### src/rtl/spi_chain_node.sv
module spi_chain_node (
  input  logic       clk,
  input  logic       rst_n,
  input  logic       sclk,
  input  logic       sdi,
  input  logic       cs_n,
  input  logic [7:0] stat_byte,
  output logic       sdo,
  output logic [7:0] cmd_q,
  output logic [7:0] dat_q,
  output logic       rx_valid,
  output logic       clr_fault,
  output logic       spi_err
);
  localparam int BW = 8;
  localparam int NW = 6;

  logic          sclk_d, cs_d;
  logic [BW-2:0] rx_sh;
  logic [2:0]    bit_cnt, fall_cnt;
  logic [BW-1:0] byte_cnt, hdr_at;
  logic [BW-1:0] tx, nxt;
  logic          hdr_seen, hdr2_bad, clr_req;
  logic [NW-1:0] n_dev;
  logic [BW-1:0] cmd_buf, dat_buf;
  logic          cmd_got, dat_got;

  wire s_rise  = sclk & ~sclk_d & ~cs_n;
  wire s_fall  = ~sclk & sclk_d & ~cs_n;
  wire cs_fall = ~cs_n & cs_d;
  wire cs_rise = cs_n & ~cs_d;

  wire [BW-1:0] rx_byte = {rx_sh, sdi};
  wire [BW-1:0] n_ext   = {{(BW-NW){1'b0}}, n_dev};
  wire [BW-1:0] rel     = byte_cnt - hdr_at;
  wire [BW-1:0] slot    = n_ext - hdr_at - 8'd1;
  wire [BW-1:0] cmd_rel = slot + 8'd2;
  wire [BW-1:0] dat_rel = slot + 8'd2 + n_ext;
  wire          pos_ok  = hdr_at < n_ext;
  wire [BW:0]   total   = {1'b0, hdr_at} + {2'b00, n_dev, 1'b0} + 9'd2;

  wire frame_ok = hdr_seen && (n_dev != '0) && !hdr2_bad && pos_ok &&
                  (bit_cnt == 3'd0) && ({1'b0, byte_cnt} == total);

  assign sdo = tx[BW-1];

  always_ff @(posedge clk or negedge rst_n) begin
    if (!rst_n) begin
      sclk_d <= 1'b0;
      cs_d   <= 1'b1;
    end else begin
      sclk_d <= sclk;
      cs_d   <= cs_n;
    end
  end

  always_ff @(posedge clk or negedge rst_n) begin
    if (!rst_n) begin
      rx_sh    <= '0;
      bit_cnt  <= '0;
      byte_cnt <= '0;
      hdr_at   <= '0;
      hdr_seen <= 1'b0;
      hdr2_bad <= 1'b0;
      clr_req  <= 1'b0;
      n_dev    <= '0;
      cmd_buf  <= '0;
      dat_buf  <= '0;
      cmd_got  <= 1'b0;
      dat_got  <= 1'b0;
      nxt      <= '0;
    end else if (cs_fall) begin
      bit_cnt  <= '0;
      byte_cnt <= '0;
      hdr_at   <= '0;
      hdr_seen <= 1'b0;
      hdr2_bad <= 1'b0;
      clr_req  <= 1'b0;
      n_dev    <= '0;
      cmd_got  <= 1'b0;
      dat_got  <= 1'b0;
    end else if (s_rise) begin
      rx_sh   <= rx_byte[BW-2:0];
      bit_cnt <= bit_cnt + 3'd1;
      if (bit_cnt == 3'd7) begin
        nxt <= rx_byte;
        if (byte_cnt != '1) byte_cnt <= byte_cnt + 8'd1;
        if (!hdr_seen) begin
          if (rx_byte[7:6] == 2'b10) begin
            hdr_seen <= 1'b1;
            hdr_at   <= byte_cnt;
            n_dev    <= rx_byte[NW-1:0];
          end
        end else begin
          if (rel == 8'd1) begin
            hdr2_bad <= rx_byte[7:6] != 2'b10;
            clr_req  <= rx_byte[5];
          end
          if (pos_ok && rel == cmd_rel && rx_byte[7:6] != 2'b11) begin
            cmd_buf <= rx_byte;
            cmd_got <= 1'b1;
          end
          if (pos_ok && rel == dat_rel) begin
            dat_buf <= rx_byte;
            dat_got <= 1'b1;
          end
        end
      end
    end
  end

  always_ff @(posedge clk or negedge rst_n) begin
    if (!rst_n) begin
      tx       <= '0;
      fall_cnt <= '0;
    end else if (cs_fall) begin
      tx       <= stat_byte;
      fall_cnt <= '0;
    end else if (s_fall) begin
      fall_cnt <= fall_cnt + 3'd1;
      tx       <= (fall_cnt == 3'd7) ? nxt : {tx[BW-2:0], 1'b0};
    end
  end

  always_ff @(posedge clk or negedge rst_n) begin
    if (!rst_n) begin
      cmd_q     <= '0;
      dat_q     <= '0;
      rx_valid  <= 1'b0;
      clr_fault <= 1'b0;
      spi_err   <= 1'b0;
    end else begin
      rx_valid  <= 1'b0;
      clr_fault <= 1'b0;
      if (cs_fall) spi_err <= 1'b0;
      if (cs_rise) begin
        spi_err   <= !frame_ok;
        clr_fault <= frame_ok && clr_req;
        if (frame_ok && cmd_got && dat_got) begin
          cmd_q    <= cmd_buf;
          dat_q    <= dat_buf;
          rx_valid <= 1'b1;
        end
      end
    end
  end
endmodule


### config.mk
export PLATFORM = sky130hd
export DESIGN_NAME = spi_chain_node
export DESIGN_NICKNAME = d
export VERILOG_FILES = /design/src/rtl/spi_chain_node.sv
export SDC_FILE = /design/constraint.sdc
export NUM_CORES = 1
export LEC_CHECK = 0
export CAP_MARGIN = 20
export CORE_MARGIN = 1.5
export CORE_UTILIZATION = 60
export DETAILED_ROUTE_END_ITERATION = 16
export GPL_ROUTABILITY_DRIVEN = 0
export PLACE_DENSITY = 0.76
export SLEW_MARGIN = 10
export SYNTH_ARGS = -nofsm -noshare
export SYNTH_HDL_FRONTEND = slang
export SYNTH_SLANG_ARGS = --single-unit
### constraint.sdc
create_clock -name clk -period 5 [get_ports clk]
set_input_delay 1.5 -clock clk [delete_from_list [all_inputs] [get_ports clk]]
set_output_delay 1.5 -clock clk [all_outputs]
set_load 0.02 [all_outputs]
==> results of run 1 <==
path summary, 6_finish.rpt:
path / end / slack [ns] / start
setup / recovery: dat_buf[5] / 0.75 / n_dev[1]
setup reg to reg: dat_buf[5] / 0.75 / n_dev[1]
max in group asynchronous: dat_q[7] / 2.90 / rst_n
hold reg to reg: cmd_buf[0] / 0.49 / cmd_buf[0]
hold / removal: cmd_buf[0] / 0.49 / cmd_buf[0]
min in group asynchronous: cmd_q[6] / 1.22 / rst_n
layout by cell type (no fill, tap or decap), types with 3 or more instances in the layout:
cell,instances
clkdlybuf4s50_1,31
inv_1,28
a22oi_1,6
dfrtp_1,92
clkinv_4,3
nor2_1,31
xnor2_1,27
fa_1,3
nor2b_1,7
mux2i_1,12
a31oi_1,3
a21o_1,7
buf_4,5
o21ai_0,31
and2_1,3
clkbuf_8,9
nor3_1,4
nand3_1,8
mux2_2,46
ha_1,53
nand2b_1,7
xor2_1,20
nand4_1,13
a211oi_1,3
a21oi_1,13
nand2_1,49
power by group through the flow:
| stage | combinational (mW) | clock [mW] | sequential (mW) |
|---|---|---|---|
| final | 0.865 | 0.508 | 0.894 |
| after global routing | 0.958 | 0.550 | 0.902 |
| after CTS | 0.861 | 0.518 | 0.893 |
| after detailed placement | 0.851 | 0 | 0.908 |
| after global placement | 0.823 | 0 | 0.904 |
| after floorplan | 0.679 | 0 | 0.864 |
synth_stat cells, types with 3 or more instances:
master    count
a211oi_1      3
a21o_1        7
a21oi_1      13
a22oi_1       6
a31oi_1       3
and2_1        3
clkbuf_1     14
dfrtp_1      92
fa_1          3
ha_1         53
inv_1        28
mux2_2       46
mux2i_1      12
nand2_1      49
nand2b_1      7
nand3_1       8
nand4_1      13
nor2_1       31
nor2b_1       7
nor3_1        4
o21ai_0      31
xnor2_1      27
xor2_1       20
metrics by stage:
stage,worst slack [ns],power (mW),hold slack [ns]
finish,0.751,2.27,0.490
global route,0.554,2.41,0.509
CTS,0.751,2.27,0.492
detailed placement,0.535,1.76,0.472
global placement,0.714,1.73,0.471
floorplan,1.40,1.54,0.453
registers in the layout (all words and copies together), names as in the netlist, 6 cells and up:
signal	cells
dat_q	8
cmd_q	8
cmd_buf	8
byte_cnt	8
hdr_at	8
dat_buf	8
rx_sh	7
tx	8
n_dev	6
nxt	8
cell families (layout without fill, tap and decap cells):
kind of cell | Yosys count | in the layout
muxes | 60 | 60
adders and majority gates | 56 | 56
xor gates and xnor gates | 47 | 47
AOI/OAI and AO/OA | 77 | 77
and+or+nand+nor | 139 | 139
DFF | 93 | 93
buffers and inverters | 44 | 81
per-layer routing:
metal	vias to the layer above	wire, um	GRT usage
li1	1866	-	-
met1	1873	5270	0.355
met2	89	5380	0.405
met3	25	413	0.0394
met4	0	248	0.0921
met5	-	0	0
area by class of cell:
class                      count  share of cell area
timing repair buffer          36              0.0572
clock inverter                 6              0.0119
inverter                      29              0.0179
sequential                    93               0.383
clock buffer                  10              0.0210
tap                          108              0.0222
multi-input combinational    379               0.487
critical path, cell delays in order, from the launching register on:
cell,delay (ns)
dfrtp_1,0.47
inv_1,0.13
ha_1,0.30
inv_1,0.06
ha_1,0.17
inv_1,0.05
fa_1,0.41
xnor2_1,0.28
ha_1,0.31
and2_1,0.15
a31o_2,0.23
nor2_1,0.15
xor2_1,0.20
xnor2_1,0.11
nor3_1,0.35
nand4_2,0.38
mux2_2,0.40
==> results.json, run 1 <==
{
  "cts-root-buf": "clkbuf_8",
  "powerDensity_nw_per_um2": 372,
  "cts_made_buffers": 9,
  "tightest_slew_ns": 0.994,
  "core-area_sq_um": 8760,
  "switching_share": 0.368,
  "hpwl_um": 8400,
  "synth_area_sq_um": 5450,
  "pwr-share-seq": 0.394,
  "h-tree-depth": 3,
  "avgRoutedWirePerCell_um": 17.1,
  "reg2reg_depth": 16,
  "min_period_over_period": 0.850,
  "clock_sinks": 93,
  "min_path_cells": 1,
  "worstPathMaxFanout": 9,
  "slew_headroom": 0.334,
  "finalSetupViolCount": 0,
  "drv_cap": 0,
  "yosys.area_share.simple": 0.127,
  "diodes": 0,
  "first_global_vias": 3927,
  "holdBufCountCts": 0,
  "yosys_warnings": 0,
  "multiInputGateArea_sq_um": 2970,
  "final.fill_count": 695,
  "io_pins": 33,
  "synth_top_family_by_area": "adder cells",
  "final_antenna_net_count": 0,
  "status": "finished clean",
  "final_net_count": 617,
  "postSynth.asyncResetShare": 1.00,
  "post_cts_buffers": 0,
  "rsz0062_at_grt": "false",
  "final_core_util": 0.694,
  "dieArea_sq_um": 9670,
  "p_comb_frac": 0.381,
  "chipWidth_um": 98.3,
  "cp.required_ns": 5.25,
  "dr_total_vias": 3853,
  "clock_skew_ns": 0.00600,
  "p_leak_nw": 2.93,
  "power_switching_mw": 0.834,
  "drc": 0,
  "cts_tree": "done",
  "ctsResizeCount": 0,
  "die_h_um": 98.3,
  "cp-end-kind": "flip-flop",
  "ys_ff_latch": 93,
  "final.setup.tns_ns": 0,
  "rows": 34,
  "layoutNonFillerInstCount": 661,
  "clk_pin_slew_ns": 0.09,
  "report.final.slew_viol_count": 0,
  "hold_viol": 0,
  "post-route-cell-area_sq_um": 6090,
  "dr.pass1.iters": 5,
  "register_area_sq_um": 2330,
  "clk_latency_ns": 0.36,
  "min_path_type": "reg -> reg",
  "grt.total_usage": 0.254,
  "synth.mux.area_fraction": 0.121,
  "synth-xor-area-share": 0.0755,
  "start_kind": "flip-flop",
  "start_util": 0.622,
  "crit_arrival_ns": 4.50,
  "crit_type": "reg -> reg",
  "cts.path.max_buffers": 2,
  "overflow": 0,
  "synth_compound_area_frac": 0.0863,
  "yosys.area.top_type": "dfrtp_1",
  "syn_nets": 585,
  "clkPwrFrac": 0.224,
  "syn_avg_cell_area_sq_um": 10.6,
  "drive_gt1_frac": 0.134,
  "fmax_mhz": 235,
  "p_int_mw": 1.43,
  "placed_cell_area_sq_um": 5890,
  "ys_seq_area_frac": 0.427,
  "syn_to_final_growth_pct": 11.6,
  "dr.first_iter.drc_count": 161,
  "via_per_inst": 5.83,
  "yosysUniqueCellTypes": 52,
  "grt_pass1_wl_um": 19400,
  "synth_edf_count": 0,
  "synthFlopType": "dfrtp_1",
  "grt_max_degree": 69,
  "synth_top_area_share": 0.422,
  "synthCells": 516,
  "synth_adder_area_share": 0.133,
  "io_buffers": 32,
  "placed_cells": 645,
  "drt_wl_total_um": 11300,
  "antenna_found_initial": 0,
  "period_needed_ns": 4.25,
  "ir_worst_vdd_mv": 0.213,
  "synth_area_leaders": "dfrtp_1 (42%), ha_1 (12%), mux2_2 (9.5%)"
}
(Power assumes the default switching activity.)
==> run 2: changes to the inputs <==
Settings changed: CORE_UTILIZATION 60 to 54, PLACE_DENSITY 0.76 to 0.72.
Clock period 5 ns to 3.75 ns, I/O delays scaled along.
==> results.json, run 2 (same netlist as run 1, synthesis figures left out) <==
{
  "ir_worst_vdd_mv": 0.500,
  "first_global_vias": 4351,
  "grt.total_usage": 0.240,
  "report.final.slew_viol_count": 0,
  "layout_common_cells": "dfrtp_1 (92), ha_1 (50), nand2_1 (49)",
  "reg2reg_depth": 15,
  "final_core_util": 0.660,
  "crit_chain": "inv_2 -> ha_4 -> inv_2 -> ha_4 -> inv_2 -> fa_2 -> xnor2_2 -> ha_1 -> and2_1 -> a31o_2 -> a221o_1 -> xor2_1 -> xnor2_2 -> nand4_4 -> mux2_4",
  "clock_skew_ns": 0.0167,
  "hpwl_um": 9160,
  "overflow": 0,
  "chipWidth_um": 104,
  "cts.path.max_buffers": 2,
  "cts_tree": "done",
  "dr.pass1.iters": 4,
  "diodes": 0,
  "io_pins": 33,
  "post-route-cell-area_sq_um": 6450,
  "worstReg2RegEnd": "dat_buf[0]",
  "dr_total_vias": 4001,
  "crit_arrival_ns": 3.97,
  "r2r-start": "n_dev[1]",
  "io_buffers": 32,
  "h-tree-depth": 3,
  "clk_pin_slew_ns": 0.09,
  "crit_top_cell": "inv_2",
  "slew_headroom": 0.425,
  "rows": 36,
  "cp.required_ns": 4.00,
  "cpPeakStageDelay_ns": 0.41,
  "grt_pass1_wl_um": 20500,
  "start_kind": "flip-flop",
  "crit_path_top_delay_cell": "fa_2",
  "avgRoutedWirePerCell_um": 17.1,
  "worstHoldStart": "cmd_got",
  "syn_to_final_growth_pct": 18.2,
  "worstPathMaxFanout": 5,
  "layout_commonest_cell": "dfrtp_1",
  "final.setup.tns_ns": 0,
  "die_h_um": 104,
  "reg2reg_slack_ns": 0.03,
  "tightest_slew_ns": 0.863,
  "dieArea_sq_um": 10700,
  "final_net_count": 642,
  "clk_latency_ns": 0.37,
  "dr.first_iter.drc_count": 209,
  "finalPower_mw": 3.39,
  "layout_setup_ws_ns": 0.0333,
  "min_path_type": "reg -> reg",
  "cts_made_buffers": 9,
  "drv_cap": 0,
  "final_antenna_net_count": 0,
  "cp-end-kind": "flip-flop",
  "drc": 0,
  "core-area_sq_um": 9770,
  "min_path_cells": 1,
  "fmax_mhz": 269,
  "grt_max_degree": 49,
  "min_period_over_period": 0.991,
  "finalSetupViolCount": 0,
  "hold_viol": 0,
  "status": "finished clean",
  "crit_type": "reg -> reg",
  "rsz0062_at_grt": "true",
  "antenna_found_initial": 0,
  "period_needed_ns": 3.72,
  "start_util": 0.558,
  "place_ws_ns": -0.147,
  "crit_path_start": "n_dev[1]",
  "drive_gt1_frac": 0.202,
  "p_leak_nw": 3.08,
  "whs_endpoint": "cmd_got",
  "drt_wl_total_um": 12100,
  "clock_sinks": 93,
  "via_per_inst": 5.63,
  "powerDensity_nw_per_um2": 527,
  "placed_cell_area_sq_um": 6040,
  "cts-root-buf": "clkbuf_8"
}
run 2: cell count changes in the layout (fill, tap and decap cells not counted), sizes merged:
cell,delta
buf,+24
clkinv,-3
inv,+3
nand4,+1
run 2: layout make-up:
type / count / area, sq um
clock buffers: 10 / 138
clock inverters: 6 / 86.3
fillers: 779 / 3330
inverters: 29 / 109
multi-input cells: 380 / 3090
flip-flops and latches: 93 / 2330
well taps: 133 / 166
repair buffers: 60 / 528
run 2: worst max-delay path, delay by kind of cell (launching register included):
kind	cells	cell delay [ns]
XOR/XNOR	3	0.63
adder cells (fa/ha/maj)	4	1.08
multiplexers	1	0.34
flip-flops	1	0.39
buffers and inverters	3	0.19
AND/OR/NAND/NOR	2	0.38
AO/OA/AOI/OAI	2	0.60
run 2: metal layers:
metal / GRT usage / vias up / share of wire
met2: 0.411 / 72 / 0.49
met3: 0.0334 / 23 / 0.041
li1: - / 1921 / -
met5: 0 / - / 0
met1: 0.305 / 1985 / 0.45
met4: 0.101 / 0 / 0.020
run 2: how the worst max path moves through the flow:
stage                             to  slack [ns]  cells past startpoint
after floorplan           dat_buf[0]        0.17                     16
after global placement    dat_buf[7]        0.03                     15
after global routing      dat_buf[0]       -0.05                     15
final                     dat_buf[0]        0.03                     15
after detailed placement  dat_buf[7]       -0.15                     15
after CTS                 dat_buf[2]       0.005                     15
run 2: per-stage QoR:
step                cells  hold WS, ns
floorplan             516        0.453
global placement      686        0.471
detailed placement    686        0.476
CTS                   704        0.497
global route          711        0.529
finish                711        0.496
run 2: report_power, final:
part | total (mW) | leakage (nW) | internal [mW] | switching, mW
clock network | 0.738 | 0.114 | 0.346 | 0.392
logic | 1.50 | 1.72 | 0.673 | 0.825
registers | 1.16 | 1.25 | 1.07 | 0.0910
total | 3.39 | 3.08 | 2.09 | 1.31
run 2: what timing repair did:
action                     in CTS  in global routing
cloned                          1                  0
setup endpoints to repair       8                  9
buffers inserted                1                  7
resized for setup               6                 17
hold buffers                    0                  0
pin swaps                       2                 10
==> run 3: changes to the inputs <==
Settings changed: ABC_AREA from default to 1, CORE_UTILIZATION 54 to 55, PLACE_DENSITY 0.72 to 0.73.
==> results.json, run 3 <==
{
  "dieArea_sq_um": 11300,
  "worstHoldStart": "dat_q[2]",
  "die_h_um": 106,
  "crit_path_top_delay_cell": "fa_1",
  "crit_arrival_ns": 3.71,
  "synth_area_sq_um": 5850,
  "cts_tree": "done",
  "hold_viol": 0,
  "fmax_mhz": 291,
  "switching_share": 0.371,
  "hpwl_um": 10600,
  "avgRoutedWirePerCell_um": 14.9,
  "p_comb_frac": 0.253,
  "hold_slack_ns": 0.479,
  "synthCells": 758,
  "io_buffers": 32,
  "start_kind": "flip-flop",
  "grt_pass1_wl_um": 23000,
  "diodes": 0,
  "p_leak_nw": 3.54,
  "crit_type": "reg -> reg",
  "finalSetupViolCount": 0,
  "placed_cell_area_sq_um": 6360,
  "drive_gt1_frac": 0.0745,
  "status": "finished clean",
  "clk_latency_ns": 0.37,
  "power_switching_mw": 0.894,
  "holdBufCountCts": 0,
  "final_antenna_net_count": 0,
  "period_needed_ns": 3.44,
  "crit_chain": "inv_1 -> ha_1 -> inv_1 -> ha_1 -> inv_1 -> fa_1 -> nand3b_1 -> nand2_1 -> xor2_2 -> ha_1 -> a21oi_1 -> a21boi_0 -> nand2_1 -> nand2_2 -> nand3_4 -> nand2_1 -> nand2_1",
  "yosys_warnings": 0,
  "crit_top_cell": "nand2_1",
  "pwr-share-seq": 0.467,
  "rsz0062_at_grt": "false",
  "ys_ff_latch": 93,
  "postSynth.asyncResetShare": 1.00,
  "io_pins": 33,
  "worstPathMaxFanout": 9,
  "syn_avg_cell_area_sq_um": 7.72,
  "drv_cap": 0,
  "yosysUniqueCellTypes": 39,
  "yosys.area.top_type": "dfrtp_1",
  "dr_total_vias": 5151,
  "clkPwrFrac": 0.281,
  "syn_nets": 827,
  "drc": 0,
  "reg2reg_slack_ns": 0.31,
  "cp.required_ns": 4.02,
  "synth_most_common_cell": "nand2_1",
  "r2r-start": "n_dev[1]",
  "h-tree-depth": 3,
  "overflow": 0,
  "critPathBufInv": 3,
  "clock_sinks": 93,
  "synth_edf_count": 0,
  "p_int_mw": 1.51,
  "min_period_over_period": 0.917,
  "ys_seq_area_frac": 0.398,
  "core-area_sq_um": 10300,
  "cpPeakStageDelay_ns": 0.42,
  "cts-root-buf": "clkbuf_8",
  "final.setup.tns_ns": 0,
  "syn_to_final_growth_pct": 12.9,
  "start_util": 0.567,
  "dr.first_iter.drc_count": 344,
  "crit_cells": 17,
  "min_path_cells": 2,
  "antenna_found_initial": 0,
  "synthTopCellsByCount": "nand2_1 (238), dfrtp_1 (92), inv_1 (85)",
  "chipWidth_um": 106,
  "synthFlopType": "dfrtp_1",
  "cts_made_buffers": 9,
  "layout_common_cells": "nand2_1 (237), dfrtp_1 (92), inv_1 (85)",
  "final_net_count": 869,
  "ir_worst_vdd_mv": 0.188,
  "dr.pass1.iters": 5,
  "clk_pin_slew_ns": 0.11,
  "synth_top_area_share": 0.393,
  "layout_commonest_cell": "nand2_1",
  "final.fill_count": 888,
  "post-route-cell-area_sq_um": 6610,
  "slew_headroom": 0.506,
  "grt.total_usage": 0.262,
  "synth_area_leaders": "dfrtp_1 (39%), nand2_1 (15%), ha_1 (11%)",
  "cp-end-kind": "flip-flop",
  "reg2reg_depth": 17,
  "rows": 37,
  "powerDensity_nw_per_um2": 365,
  "first_global_vias": 4734,
  "via_per_inst": 5.47,
  "drt_wl_total_um": 14100,
  "tightest_slew_ns": 0.738,
  "clock_skew_ns": 0.0133,
  "report.final.slew_viol_count": 0,
  "min_path_type": "reg -> reg",
  "crit_path_start": "n_dev[1]",
  "path_delay_family": "adder cells",
  "grt_max_degree": 55,
  "cts.path.max_buffers": 2
}
run 3: worst paths after layout:
kind	to
min reg2reg	dat_q[2]
max reg2reg	dat_buf[4]
max	dat_buf[4]
min in group asynchronous	dat_q[5]
max in group asynchronous	cs_d
min	dat_q[2]
run 3: area by class of cell:
type                            count  area [sq um]  area share
Multi-Input combinational cell    554          3110       0.471
Sequential cell                    93          2330       0.353
Clock inverter                      7          75.1      0.0114
Tap cell                          136           170      0.0258
Timing Repair Buffer               46           435      0.0659
Inverter                           96           360      0.0546
Clock buffer                        9           124      0.0188
run 3: logic make-up (layout without fill, tap and decap cells):
kind of cell    after synthesis  count (layout)  share of synthesized area
xor+xnor                     10              10                     0.0150
compound gates               87              87                     0.0825
simple gates                401             401                      0.308
fa+ha+maj                    56              56                      0.124
flops                        93              93                      0.398
buf+inv                     111             158                     0.0731
run 3: repair_timing:
item | 4_1_cts | 5_1_grt
setup buffers | 0 | 4
setup endpoints to repair | 0 | 9
resized for setup | 0 | 3
run 3: metal layers:
layer  wire length, um  vias up  GRT usage
met2              6470      169      0.418
li1                  -     2579          -
met3               837       31     0.0478
met4               376        0      0.104
met5                 0        -          0
met1              6370     2372      0.355
run 3: stage by stage:
| stage | utilization | instances | total power [mW] | worst slack [ns] |
|---|---|---|---|---|
| 2_1_floorplan | - | 758 | 1.55 | 0.610 |
| 3_3_place_gp | 0.616 | 921 | 1.72 | 0.219 |
| 6_report | 0.640 | 941 | 2.41 | 0.311 |
| 3_5_place_dp | 0.616 | 921 | 1.74 | 0.135 |
| 5_1_grt | 0.640 | 941 | 2.54 | 0.0147 |
| 4_1_cts | 0.635 | 937 | 2.41 | 0.0697 |
run 3: power by group through the flow:
stage	logic [mW]	registers (mW)	clock network, mW
global route	0.691	1.13	0.723
CTS	0.598	1.12	0.687
detailed placement	0.596	1.14	0
floorplan	0.430	1.12	0
finish	0.608	1.12	0.676
global placement	0.579	1.14	0
run 3: worst reg2reg max path, stage by stage, from the launching register on:
cell and delay (ns):
dfrtp_1 0.41, inv_1 0.12, ha_1 0.24, inv_1 0.08, ha_1 0.18, inv_1 0.06, fa_1 0.42, nand3b_1 0.18
nand2_1 0.14, xor2_2 0.22, ha_1 0.31, a21oi_1 0.15, a21boi_0 0.22, nand2_1 0.09, nand2_2 0.18, nand3_4 0.16
nand2_1 0.10, nand2_1 0.05
